**src/rtl/des_pkg.sv**
```systemverilog
package des_pkg;

  localparam int BLK_W   = 64;
  localparam int HALF_W  = BLK_W / 2;
  localparam int CD_W    = 56;
  localparam int CD_HALF = CD_W / 2;
  localparam int SUB_W   = 48;
  localparam int ROUNDS  = 16;
  localparam int SBOX_N  = 8;
  localparam int SBOX_IN = SUB_W / SBOX_N;
  localparam int SBOX_OUT = HALF_W / SBOX_N;

  typedef logic [HALF_W-1:0] half_t;
  typedef logic [CD_W-1:0]   cd_t;
  typedef logic [SUB_W-1:0]  subkey_t;
  typedef logic [BLK_W-1:0]  blk_t;

  // Key choice 1: source bit (1 = MSB) for each of the 56 C/D bits.
  localparam int KC1_SRC [56] = '{
    57, 49, 41, 33, 25, 17,  9,  1, 58, 50, 42, 34, 26, 18,
    10,  2, 59, 51, 43, 35, 27, 19, 11,  3, 60, 52, 44, 36,
    63, 55, 47, 39, 31, 23, 15,  7, 62, 54, 46, 38, 30, 22,
    14,  6, 61, 53, 45, 37, 29, 21, 13,  5, 28, 20, 12,  4};

  // Key choice 2: source bit of C/D for each of the 48 round-key bits.
  localparam int KC2_SRC [48] = '{
    14, 17, 11, 24,  1,  5,  3, 28, 15,  6, 21, 10,
    23, 19, 12,  4, 26,  8, 16,  7, 27, 20, 13,  2,
    41, 52, 31, 37, 47, 55, 30, 40, 51, 45, 33, 48,
    44, 49, 39, 56, 34, 53, 46, 42, 50, 36, 29, 32};

  // Bit mix applied to the 32 substitution outputs.
  localparam int MIX_SRC [32] = '{
    16,  7, 20, 21, 29, 12, 28, 17,  1, 15, 23, 26,  5, 18, 31, 10,
     2,  8, 24, 14, 32, 27,  3,  9, 19, 13, 30,  6, 22, 11,  4, 25};

  // Substitution tables, 64 nibbles each, row-major (row = outer bits).
  localparam logic [255:0] SUB_TAB [SBOX_N] = '{
    256'hE4D12FB83A6C5907_0F74E2D1A6CB9538_41E8D62BFC973A50_FC8249175B3EA06D,
    256'hF18E6B34972DC05A_3D47F28EC01A69B5_0E7BA4D158C6932F_D8A13F42B67C05E9,
    256'hA09E63F51DC7B428_D709346A285ECBF1_D6498F30B12C5AE7_1AD069874FE3B52C,
    256'h7DE3069A1285BC4F_D8B56F03472C1AE9_A690CB7DF13E5284_3F06A1D8945BC72E,
    256'h2C417AB6853FD0E9_EB2C47D150FA3986_421BAD78F9C5630E_B8C71E2D6F09A453,
    256'hC1AF92680D34E75B_AF427C9561DE0B38_9EF528C3704A1DB6_432C95FABE17608D,
    256'h4B2EF08D3C975A61_D0B7491AE35C2F86_14BDC37EAF680592_6BD814A7950FE23C,
    256'hD2846FB1A93E50C7_1FD8A374C56B0E92_7B419CE206ADF358_21E74A8DFC90356B};

  // Source bit of the entry permutation for output position i (0-based).
  function automatic int entry_src(int i);
    int row;
    int col;
    row = i / 8;
    col = i % 8;
    return ((row < 4) ? (58 + 2 * row) : (57 + 2 * (row - 4))) - 8 * col;
  endfunction

  function automatic blk_t entry_perm(blk_t x);
    blk_t y;
    for (int i = 0; i < BLK_W; i++)
      y[6'(63 - i)] = x[6'(64 - entry_src(i))];
    return y;
  endfunction

  function automatic blk_t exit_perm(blk_t x);
    blk_t y;
    for (int i = 0; i < BLK_W; i++)
      y[6'(64 - entry_src(i))] = x[6'(63 - i)];
    return y;
  endfunction

  function automatic cd_t key_choice1(blk_t k);
    cd_t y;
    for (int i = 0; i < CD_W; i++)
      y[6'(55 - i)] = k[6'(64 - KC1_SRC[i])];
    return y;
  endfunction

  function automatic subkey_t key_choice2(cd_t cd);
    subkey_t y;
    for (int i = 0; i < SUB_W; i++)
      y[6'(47 - i)] = cd[6'(56 - KC2_SRC[i])];
    return y;
  endfunction

  function automatic subkey_t expand_half(half_t r);
    subkey_t y;
    int src;
    for (int i = 0; i < SUB_W; i++) begin
      src = ((4 * (i / 6) + (i % 6) - 1 + HALF_W) % HALF_W) + 1;
      y[6'(47 - i)] = r[5'(32 - src)];
    end
    return y;
  endfunction

  function automatic half_t mix_half(half_t s);
    half_t y;
    for (int i = 0; i < HALF_W; i++)
      y[5'(31 - i)] = s[5'(32 - MIX_SRC[i])];
    return y;
  endfunction

  function automatic logic [3:0] sub_lookup(int box, logic [5:0] a);
    logic [5:0] idx;
    idx = {a[5], a[0], a[4:1]};
    return SUB_TAB[3'(box)][8'(255 - 4 * int'(idx)) -: 4];
  endfunction

  // Rotation applied to C and D before the given round (1-based).
  function automatic int rot_amount(int round, logic dec);
    logic single;
    single = (round == 2) || (round == 9) || (round == 16);
    if (dec)
      return (round == 1) ? 0 : (single ? 1 : 2);
    return (single || round == 1) ? 1 : 2;
  endfunction

  function automatic cd_t cd_rotate(cd_t cd, int amt, logic dec);
    logic [CD_HALF-1:0] c;
    logic [CD_HALF-1:0] d;
    c = cd[CD_W-1:CD_HALF];
    d = cd[CD_HALF-1:0];
    for (int k = 0; k < 2; k++) begin
      if (k < amt) begin
        if (dec) begin
          c = {c[0], c[CD_HALF-1:1]};
          d = {d[0], d[CD_HALF-1:1]};
        end else begin
          c = {c[CD_HALF-2:0], c[CD_HALF-1]};
          d = {d[CD_HALF-2:0], d[CD_HALF-1]};
        end
      end
    end
    return {c, d};
  endfunction

endpackage

```
**src/rtl/des_sbox_bank.sv**
```systemverilog
module des_sbox_bank
  import des_pkg::*;
(
  input  subkey_t sel_in,
  output half_t   sub_out
);
  for (genvar g = 0; g < SBOX_N; g++) begin : g_box
    assign sub_out[HALF_W-1-SBOX_OUT*g -: SBOX_OUT] =
      sub_lookup(g, sel_in[SUB_W-1-SBOX_IN*g -: SBOX_IN]);
  end
endmodule

```
**src/rtl/des_round.sv**
```systemverilog
module des_round
  import des_pkg::*;
(
  input  half_t   l_in,
  input  half_t   r_in,
  input  subkey_t rkey,
  output half_t   l_out,
  output half_t   r_out
);
  subkey_t mixed_in;
  half_t   sub_res;

  assign mixed_in = expand_half(r_in) ^ rkey;

  des_sbox_bank u_sbox (
    .sel_in (mixed_in),
    .sub_out(sub_res)
  );

  assign l_out = r_in;
  assign r_out = l_in ^ mix_half(sub_res);
endmodule

```
**src/rtl/des_stage.sv**
```systemverilog
module des_stage
  import des_pkg::*;
#(
  parameter int ROUND = 1
) (
  input  logic  clk,
  input  logic  rst,
  input  logic  adv,
  input  logic  v_in,
  input  logic  dec_in,
  input  half_t l_in,
  input  half_t r_in,
  input  cd_t   cd_in,
  output logic  v_out,
  output logic  dec_out,
  output half_t l_out,
  output half_t r_out,
  output cd_t   cd_out
);
  half_t l_nx;
  half_t r_nx;

  des_round u_round (
    .l_in (l_in),
    .r_in (r_in),
    .rkey (key_choice2(cd_in)),
    .l_out(l_nx),
    .r_out(r_nx)
  );

  always_ff @(posedge clk) begin
    if (rst)
      v_out <= 1'b0;
    else if (adv)
      v_out <= v_in;
  end

  always_ff @(posedge clk) begin
    if (adv) begin
      dec_out <= dec_in;
      l_out   <= l_nx;
      r_out   <= r_nx;
      cd_out  <= cd_rotate(cd_in, rot_amount(ROUND + 1, dec_in), dec_in);
    end
  end
endmodule

```
**src/rtl/des_last_stage.sv**
```systemverilog
module des_last_stage
  import des_pkg::*;
(
  input  logic  clk,
  input  logic  rst,
  input  logic  adv,
  input  logic  v_in,
  input  logic  dec_in,
  input  half_t l_in,
  input  half_t r_in,
  input  cd_t   cd_in,
  output logic  v_out,
  output logic  dec_out,
  output blk_t  blk_out
);
  half_t l_fin;
  half_t r_fin;

  des_round u_round (
    .l_in (l_in),
    .r_in (r_in),
    .rkey (key_choice2(cd_in)),
    .l_out(l_fin),
    .r_out(r_fin)
  );

  always_ff @(posedge clk) begin
    if (rst)
      v_out <= 1'b0;
    else if (adv)
      v_out <= v_in;
  end

  always_ff @(posedge clk) begin
    if (adv) begin
      dec_out <= dec_in;
      blk_out <= exit_perm({r_fin, l_fin});
    end
  end
endmodule

```
**src/rtl/des_pipe.sv**
```systemverilog
module des_pipe
  import des_pkg::*;
(
  input  logic        clk,
  input  logic        rst,
  input  logic        in_valid,
  output logic        in_ready,
  input  logic [63:0] in_data,
  input  logic [63:0] in_key,
  input  logic        in_decrypt,
  output logic        out_valid,
  input  logic        out_ready,
  output logic [63:0] out_data,
  output logic        out_decrypt
);
  localparam int KEYED = ROUNDS - 1;

  logic  adv;
  logic  stg_v   [KEYED+1];
  logic  stg_dec [KEYED+1];
  half_t stg_l   [KEYED+1];
  half_t stg_r   [KEYED+1];
  cd_t   stg_cd  [KEYED+1];
  blk_t  ip_blk;

  assign adv      = !out_valid || out_ready;
  assign in_ready = adv;

  assign ip_blk     = entry_perm(in_data);
  assign stg_v[0]   = in_valid;
  assign stg_dec[0] = in_decrypt;
  assign stg_l[0]   = ip_blk[BLK_W-1:HALF_W];
  assign stg_r[0]   = ip_blk[HALF_W-1:0];
  assign stg_cd[0]  = cd_rotate(key_choice1(in_key), rot_amount(1, in_decrypt), in_decrypt);

  for (genvar k = 1; k <= KEYED; k++) begin : g_stage
    des_stage #(.ROUND(k)) u_stage (
      .clk    (clk),
      .rst    (rst),
      .adv    (adv),
      .v_in   (stg_v[k-1]),
      .dec_in (stg_dec[k-1]),
      .l_in   (stg_l[k-1]),
      .r_in   (stg_r[k-1]),
      .cd_in  (stg_cd[k-1]),
      .v_out  (stg_v[k]),
      .dec_out(stg_dec[k]),
      .l_out  (stg_l[k]),
      .r_out  (stg_r[k]),
      .cd_out (stg_cd[k])
    );
  end

  des_last_stage u_last (
    .clk    (clk),
    .rst    (rst),
    .adv    (adv),
    .v_in   (stg_v[KEYED]),
    .dec_in (stg_dec[KEYED]),
    .l_in   (stg_l[KEYED]),
    .r_in   (stg_r[KEYED]),
    .cd_in  (stg_cd[KEYED]),
    .v_out  (out_valid),
    .dec_out(out_decrypt),
    .blk_out(out_data)
  );
endmodule

```
**config.mk**
```make
export PLATFORM = sky130hd
export DESIGN_NAME = des_pipe
export DESIGN_NICKNAME = d
export VERILOG_FILES = /design/src/rtl/des_pkg.sv /design/src/rtl/des_sbox_bank.sv /design/src/rtl/des_round.sv /design/src/rtl/des_stage.sv /design/src/rtl/des_last_stage.sv /design/src/rtl/des_pipe.sv
export SDC_FILE = /design/constraint.sdc
export NUM_CORES = 1
export LEC_CHECK = 0
export BUFFER_PORTS_ARGS = -buffer_cell sky130_fd_sc_hd__buf_2
export CAP_MARGIN = 10
export CORE_AREA = 2 2 78 80
export CTS_CLUSTER_DIAMETER = 120
export DETAILED_ROUTE_END_ITERATION = 6
export DIE_AREA = 0 0 80 82
export PLACE_DENSITY = 0.74
export SLEW_MARGIN = 20
export SYNTH_ARGS = -nofsm -noshare
export SYNTH_HDL_FRONTEND = slang
export SYNTH_SLANG_ARGS = --single-unit
export TNS_END_PERCENT = 5
```
**constraint.sdc**
```tcl
create_clock -name clk -period 1 [get_ports clk]
set_input_delay 0.05 -clock clk [delete_from_list [all_inputs] [get_ports clk]]
set_output_delay 0.05 -clock clk [all_outputs]
set_load 0.01 [all_outputs]
```
==> impl_results.md, run 1 <==
- Status: complete, but fails checks
- Violated checks: negative setup slack
- Clk pwr share: 0.369
- Clock transition at the registers of the reported paths: 0.06 ns
- Fillers: around 600
- Setup ws final: -0.0923 ns
- Endpoints failing hold: 0
- RSZ-0062 raised after global routing: yes
- CTS tree: done
- Crit path launch type: flip-flop
- Largest family of logic cells by synthesized area: buffers and inverters
- H-tree depth: 2
- CTS Root Buffer Type: clkbuf_8
- CTS Buf Count: 5
- Syn avg cell area: roughly 12 sq um
- CP endpoint kind: output port
- # diodes: 0
- Total Wirelength: 1780 um
- Via density per instance: around 3.2
- Post-synthesis mux area share: 0.0879
- R2r setup slk: -0.06 ns
- Max incr delay on CP: 0.32 ns
- Final Slew Violations: 0
- Clock skew: 0.00271 ns
- Layout cells sized above 1: 0.161
- Clk sink count: 32
- Number of synthesis warnings: 0
- Slowest CP cell: dfxtp_2
- WL per Instance: 7.76 um
- Tcrit/Tclk final: 1.09
- Clock Latency Late Sink: about 0.28 ns
- Post-Syn Area: 0.00159 sq mm
- Number of global-route vias before repair: 587
- Buffers & Inverters on Critical Path: 3
- Peak supply drop: 1100 uV
- Total power: 2.50 mW
- Setup CP Type: reg2out
- GP Congestion: a little over 0.6
- Number of remaining DRC errors: 0
- WP data arrival: 1.04 ns
- First-pass GRT wire length: 2600 um
- Antenna violation net count after detailed routing: 0
- Syn-to-layout area delta: 4.55%
- Sequential share of the synthesized area: 0.502
- Internal power: approximately 1.9 mW
- Core outline area: 0.00575 sq mm
- Post-DP HPWL: 1110 um
- Die height: 82 um
- Fin nets: 287
- Pleak: 0.744 nW
- Die area: 0.00656 sq mm
- Io pins: 200
- Max-cap violations: 0
- Grt ovf: 0
- Die X: 80 um
- Yosys reg bits: 32
- Rows: 28
- Hold wc startpoint: in_valid
- Crit-path cells: nor2b_4, buf_12, inv_16, buf_6
- Max Fclk: between 0.9 and 1 GHz
- Reg power frac: 0.572
- Setup violators final: 30
- Critical path origin: u_last.v_out
- Vias: about 740
- R2R Path Start: u_last.v_out
- Tmin final: 1.09 ns
- Post-synth cell types: 14
- Worst Path Required: between 0.9 and 1 ns
- DRT iter0 DRCs: 31
- Detailed Routing Iterations Pass 1: 3
- Power Dens Cells: 1500 mW/mm^2
- Synth Area in Compound Gates: 0.00628
- Total track usage: 0.0538
- TNS Setup: -1.07 ns
- Initial antenna violation count: 0
- Simple-Gate Fraction of Synth Area: 0.0746
- Combinational Power Share: 0.060
- Switching portion of total power: 0.228
- Worst Hold Class: in2reg
- Net switching power: 0.570 mW
- Cells after synthesis: 134
- XOR/XNOR share of the synthesized area: 0
- Adder-Cell Fraction of Synth Area: 0
- CP Max Fanout: 5
- Worst path top cell family by delay: flip-flops
- Starting Density: 0.277
- Number of port buffers: 7
- Pin count of the biggest net entering global routing: 18
- Longest Clk Path Bufs: 2
## kinds of logic (layout without fill, tap and decap cells)
family	count (synthesis)	in the layout
multiplexers	14	14
other	1	64
AO/OA/AOI/OAI	2	2
flip-flops	32	32
AND/OR/NAND/NOR	17	17
buffers and inverters	68	26
## cell type report
cell class	instances	area [sq um]	share of cell area
repair inverters	1	20.0	0.0120
multi-input cells	97	513	0.308
repair buffers	15	133	0.0796
inverters	2	23.8	0.0143
clock inverters	1	5.00	0.00300
flip-flops and latches	32	802	0.481
well taps	75	93.8	0.0563
clock buffers	7	76.3	0.0458
## cell usage after synthesis, drive strengths merged
library cell  number  area (sq um)
buf               66           505
dfxtp             16           320
edfxtp            16           480
nand2b            15          93.8
mux2i             14           140
inv                2          15.0
a21oi              1          5.00
conb               1          3.75
nand4bb            1          11.3
nor2b              1          13.8
o21ai              1          5.00
## final timing paths
| check | to | cells after the start |
|---|---|---|
| worst max-delay path | in_ready | 4 |
| worst min register to register | u_last.dec_out | 0 |
| worst max register to register | g_stage[6].u_stage.dec_out | 4 |
| worst min-delay path | g_stage[1].u_stage.v_out | 3 |
## tightest hold or removal path, cell delays in order
cell and delay, ns:
buf_2 0.10, nand2b_1 0.05, mux2i_1 0.06
## cells in the final DEF, fill, tap and decap left out, types with 2 or more instances in the layout
cell type,instances
inv_16,2
buf_4,4
conb_1,64
buf_12,2
clkbuf_8,5
mux2i_1,14
clkbuf_1,2
dfxtp_1,15
nand2b_1,15
edfxtp_1,16
buf_2,6
buf_6,2
## power by group through the flow
stage / sequential, mW / clock (mW) / combinational, mW
finish: 1.43 / 0.920 / 0.149
global route: 1.43 / 1.01 / 0.173
CTS: 1.43 / 0.948 / 0.143
detailed placement: 1.45 / 0 / 0.140
global placement: 1.45 / 0 / 0.139
floorplan: 1.45 / 0 / 0.310
## repair_timing
item                                    CTS  global route
cloned                                    1             0
gates resized for setup                   3             3
setup buffers                             4             1
hold buffers                              1             0
pin swaps                                 0             1
endpoints found under the setup margin    2            31
endpoints found under the hold margin     1             0
## flip-flops by register name, indices dropped and copies added, names as in the netlist
| name | flops |
|---|---|
| g_stage.u_stage.v_out | 15 |
| u_last.v_out | 1 |
| g_stage.u_stage.dec_out | 15 |
| u_last.dec_out | 1 |
## stage by stage
step / setup slack (ns) / hold WS (ns) / utilization / area, sq um / cells
after floorplan: 0.00848 / 0.149 / - / 1840 / 197
after global placement: 0.0138 / 0.228 / 0.260 / 1490 / 215
after detailed placement: 0.00613 / 0.231 / 0.260 / 1490 / 215
after CTS: -0.107 / 0.0196 / 0.287 / 1650 / 229
after global routing: -0.128 / 0.0584 / 0.290 / 1670 / 230
final: -0.0923 / 0.0282 / 0.290 / 1670 / 230
## metal layers
layer / vias to the layer above / share of wire / track usage
met5: - / 0 / 0
met4: 0 / 0.023 / 0.0356
met3: 4 / 0.11 / 0.0242
met2: 50 / 0.44 / 0.0792
met1: 333 / 0.42 / 0.0630
li1: 350 / - / -
(Power assumes the default switching activity.)
==> run 2, diff against run 1 <==
--- a/config.mk
+++ b/config.mk
@@ -9,5 +9,4 @@
 export CAP_MARGIN = 10
 export CORE_AREA = 2 2 78 80
-export CTS_CLUSTER_DIAMETER = 120
 export DETAILED_ROUTE_END_ITERATION = 6
 export DIE_AREA = 0 0 80 82
==> constraint.sdc (replaced) <==
create_clock -name clk -period 1 [get_ports clk]
set_input_delay 0.1 -clock clk [delete_from_list [all_inputs] [get_ports clk]]
set_output_delay 0.1 -clock clk [all_outputs]
set_load 0.01 [all_outputs]
==> run 2 against run 1 <==
The flow still finishes with violations (negative setup slack). Register-to-register slack worse by 0.03 ns. Non-clock buffer count fell by 1. Wire length shrank 0.90%. Clock skew rose by 0.0020 ns. Critical path depth unchanged. Total power increased by 0.12%. Count of clock-buffer cells in the layout stayed put. Maximum frequency is 3.2% lower. Worst hold slack gained 0.052 ns. Clock power about the same. Critical endpoint unchanged. Largest power group unchanged. Sequential share of layout area rose by 0.81 points.
==> impl_results.md, run 2 (synthesized netlist as in run 1, its figures left out) <==
- Status: complete, but fails checks (unchanged)
- Violated checks: negative setup slack (unchanged)
- Clk sink count: 32 (unchanged)
- Clock transition at the registers of the reported paths: 0.06 ns (about the same)
- CTS Root Buffer Type: clkbuf_8 (unchanged)
- RSZ-0062 raised after global routing: yes (unchanged)
- Setup violators final: 33 (was 30)
- TNS Setup: -1.95 ns (was -1.07 ns)
- Tcrit/Tclk final: 1.13 (was 1.09)
- Power Dens Cells: 1520 mW/mm^2 (was 1500 mW/mm^2)
- Worst Path Required: 0.90 ns (was 0.95 ns)
- Max-cap violations: 0 (unchanged)
- Starting Density: 0.277 (unchanged)
- R2r setup slk: -0.09 ns (was -0.06 ns)
- WP data arrival: 1.03 ns (was 1.04 ns)
- Layout cells sized above 1: 0.156 (was 0.161)
- CP endpoint kind: output port (unchanged)
- Crit path launch type: flip-flop (unchanged)
- Worst Hold Class: in2reg (unchanged)
- Critical path origin: u_last.v_out (unchanged)
- Endpoints failing hold: 0 (unchanged)
- Leading cell type in the layout, fill and taps excluded: conb_1 (unchanged)
- Setup CP Type: reg2out (unchanged)
- Placed cell areas: 0.00149 sq mm (unchanged)
- Max Fclk: 0.886 GHz (was 0.915 GHz)
- Final Slew Violations: 0 (unchanged)
- Die X: 80 um (unchanged)
- Number of remaining DRC errors: 0 (unchanged)
- Grt ovf: 0 (unchanged)
- Total Wirelength: 1770 um (was 1780 um)
- Dpl cells: 215 (unchanged)
- First-pass GRT wire length: 2590 um (was 2600 um)
- Internal power: 1.93 mW (unchanged)
- CTS tree: done (unchanged)
- Switching portion of total power: 0.229 (was 0.228)
- Core outline area: 0.00575 sq mm (unchanged)
- Tmin final: 1.13 ns (was 1.09 ns)
- Vias: 726 (was 737)
- Peak supply drop: 1150 uV (was 1100 uV)
- Largest regs: g_stage.u_stage.dec_out: 15 flops, g_stage.u_stage.v_out: 15 flops (unchanged)
- Via density per instance: 3.17 (was 3.20)
- Number of global-route vias before repair: 589 (was 587)
- Reg power frac: 0.571 (was 0.572)
- DRT iter0 DRCs: 23 (was 31)
- Number of port buffers: 7 (unchanged)
- GP Congestion: 0.624 (unchanged)
- Initial antenna violation count: 0 (unchanged)
- H-tree depth: 2 (unchanged)
- Cells on worst reg2reg path: 4 (unchanged)
- Longest Clk Path Bufs: 2 (unchanged)
- Die height: 82 um (unchanged)
- Clk pwr share: 0.370 (was 0.369)
- CP endpoint: in_ready (unchanged)
- Net switching power: 0.573 mW (was 0.570 mW)
- Pleak: 0.732 nW (was 0.744 nW)
- # diodes: 0 (unchanged)
- Commonest non-fill, non-tap cells in the layout: conb_1 (64), edfxtp_1 (16), nand2b_1 (15), dfxtp_1 (15), mux2i_1 (14) (unchanged)
- Antenna violation net count after detailed routing: 0 (unchanged)
- Pin count of the biggest net entering global routing: 18 (unchanged)
- Total track usage: 0.0538 (unchanged)
- Die area: 0.00656 sq mm (unchanged)
- Fin nets: 286 (was 287)
- Fillers: 603 (was 601)
- Clock Latency Late Sink: 0.28 ns (about the same)
- Clock skew: 0.00473 ns (was 0.00271 ns)
- Io pins: 200 (unchanged)
- Combinational Power Share: 0.060 (about the same)
- Syn-to-layout area delta: 2.83% (was 4.55%)
- Post-DP HPWL: 1110 um (unchanged)
- Detailed Routing Iterations Pass 1: 3 (unchanged)
- R2R Path Start: u_last.v_out (unchanged)
- Rows: 28 (unchanged)
- Final non-filler cell total: 229 (was 230)
- Setup ws final: -0.129 ns (was -0.0923 ns)
- CP Max Fanout: 3 (was 5)
- WL per Instance: 7.72 um (was 7.76 um)
- FF-to-FF End: g_stage[6].u_stage.dec_out (unchanged)
- Final Instance Area: 0.00164 sq mm (was 0.00167 sq mm)
- CTS Buf Count: 5 (unchanged)
-- run 2: cell types whose count changed in the layout (fill, tap and decap cells not counted) --
| cell | delta |
|---|---|
| buf_12 | -1 |
| buf_4 | +1 |
| buf_6 | -1 |
| clkinv_8 | +1 |
| inv_16 | -1 |
-- run 2: per-layer routing --
layer | wire length, um | vias to the layer above | global-route usage
met2 | 804 | 50 | 0.0800
met3 | 205 | 4 | 0.0242
met4 | 41 | 0 | 0.0356
met1 | 718 | 325 | 0.0623
li1 | - | 347 | -
met5 | 0 | - | 0
-- run 2: repair_timing --
action                                  CTS  global route
gates cloned                              1             0
endpoints found under the setup margin    2            33
resized for setup                         2             2
hold buffers                              1             0
buffers inserted                          4             0
pin swaps                                 0             0
endpoints found under the hold margin     1             0
-- run 2: area by class of cell --
type                       instances  area (sq um)  share of cell area
multi-input combinational         97           513               0.313
timing repair buffer              14           109              0.0664
clock buffer                       7          76.3              0.0466
tap                               75          93.8              0.0573
inverter                           2          23.8              0.0145
timing repair inverter             1          16.3             0.00992
sequential                        32           802               0.489
clock inverter                     1          5.00             0.00305
-- run 2: power by group through the flow --
stage | logic (mW) | registers [mW] | clock network (mW)
2_1_floorplan | 0.310 | 1.45 | 0
3_3_place_gp | 0.139 | 1.45 | 0
3_5_place_dp | 0.140 | 1.45 | 0
4_1_cts | 0.143 | 1.43 | 0.948
5_1_grt | 0.173 | 1.43 | 1.01
6_report | 0.149 | 1.43 | 0.923
-- run 2: critical path, stage by stage (launching register included) --
cell,delay [ns]
dfxtp_2,0.33
nor2b_4,0.15
buf_12,0.13
inv_16,0.03
buf_6,0.11
-- run 2: worst min path at each step --
| stage | start | to | depth (start not counted) |
|---|---|---|---|
| 2_1_floorplan | in_decrypt | g_stage[1].u_stage.dec_out | 0 |
| 3_3_place_gp | in_decrypt | g_stage[1].u_stage.dec_out | 1 |
| 3_5_place_dp | in_decrypt | g_stage[1].u_stage.dec_out | 1 |
| 4_1_cts | in_valid | g_stage[1].u_stage.v_out | 3 |
| 5_1_grt | in_valid | g_stage[1].u_stage.v_out | 3 |
| 6_report | in_valid | g_stage[1].u_stage.v_out | 3 |
-- run 2: metrics by stage --
stage          worst slack [ns]  hold WS, ns  utilization  power, mW
6_report                 -0.129       0.0800        0.285       2.50
2_1_floorplan           0.00848        0.199            -       1.76
3_3_place_gp             0.0138        0.278        0.260       1.59
4_1_cts                  -0.144       0.0696        0.284       2.52
3_5_place_dp            0.00613        0.281        0.260       1.59
5_1_grt                  -0.162        0.108        0.285       2.61
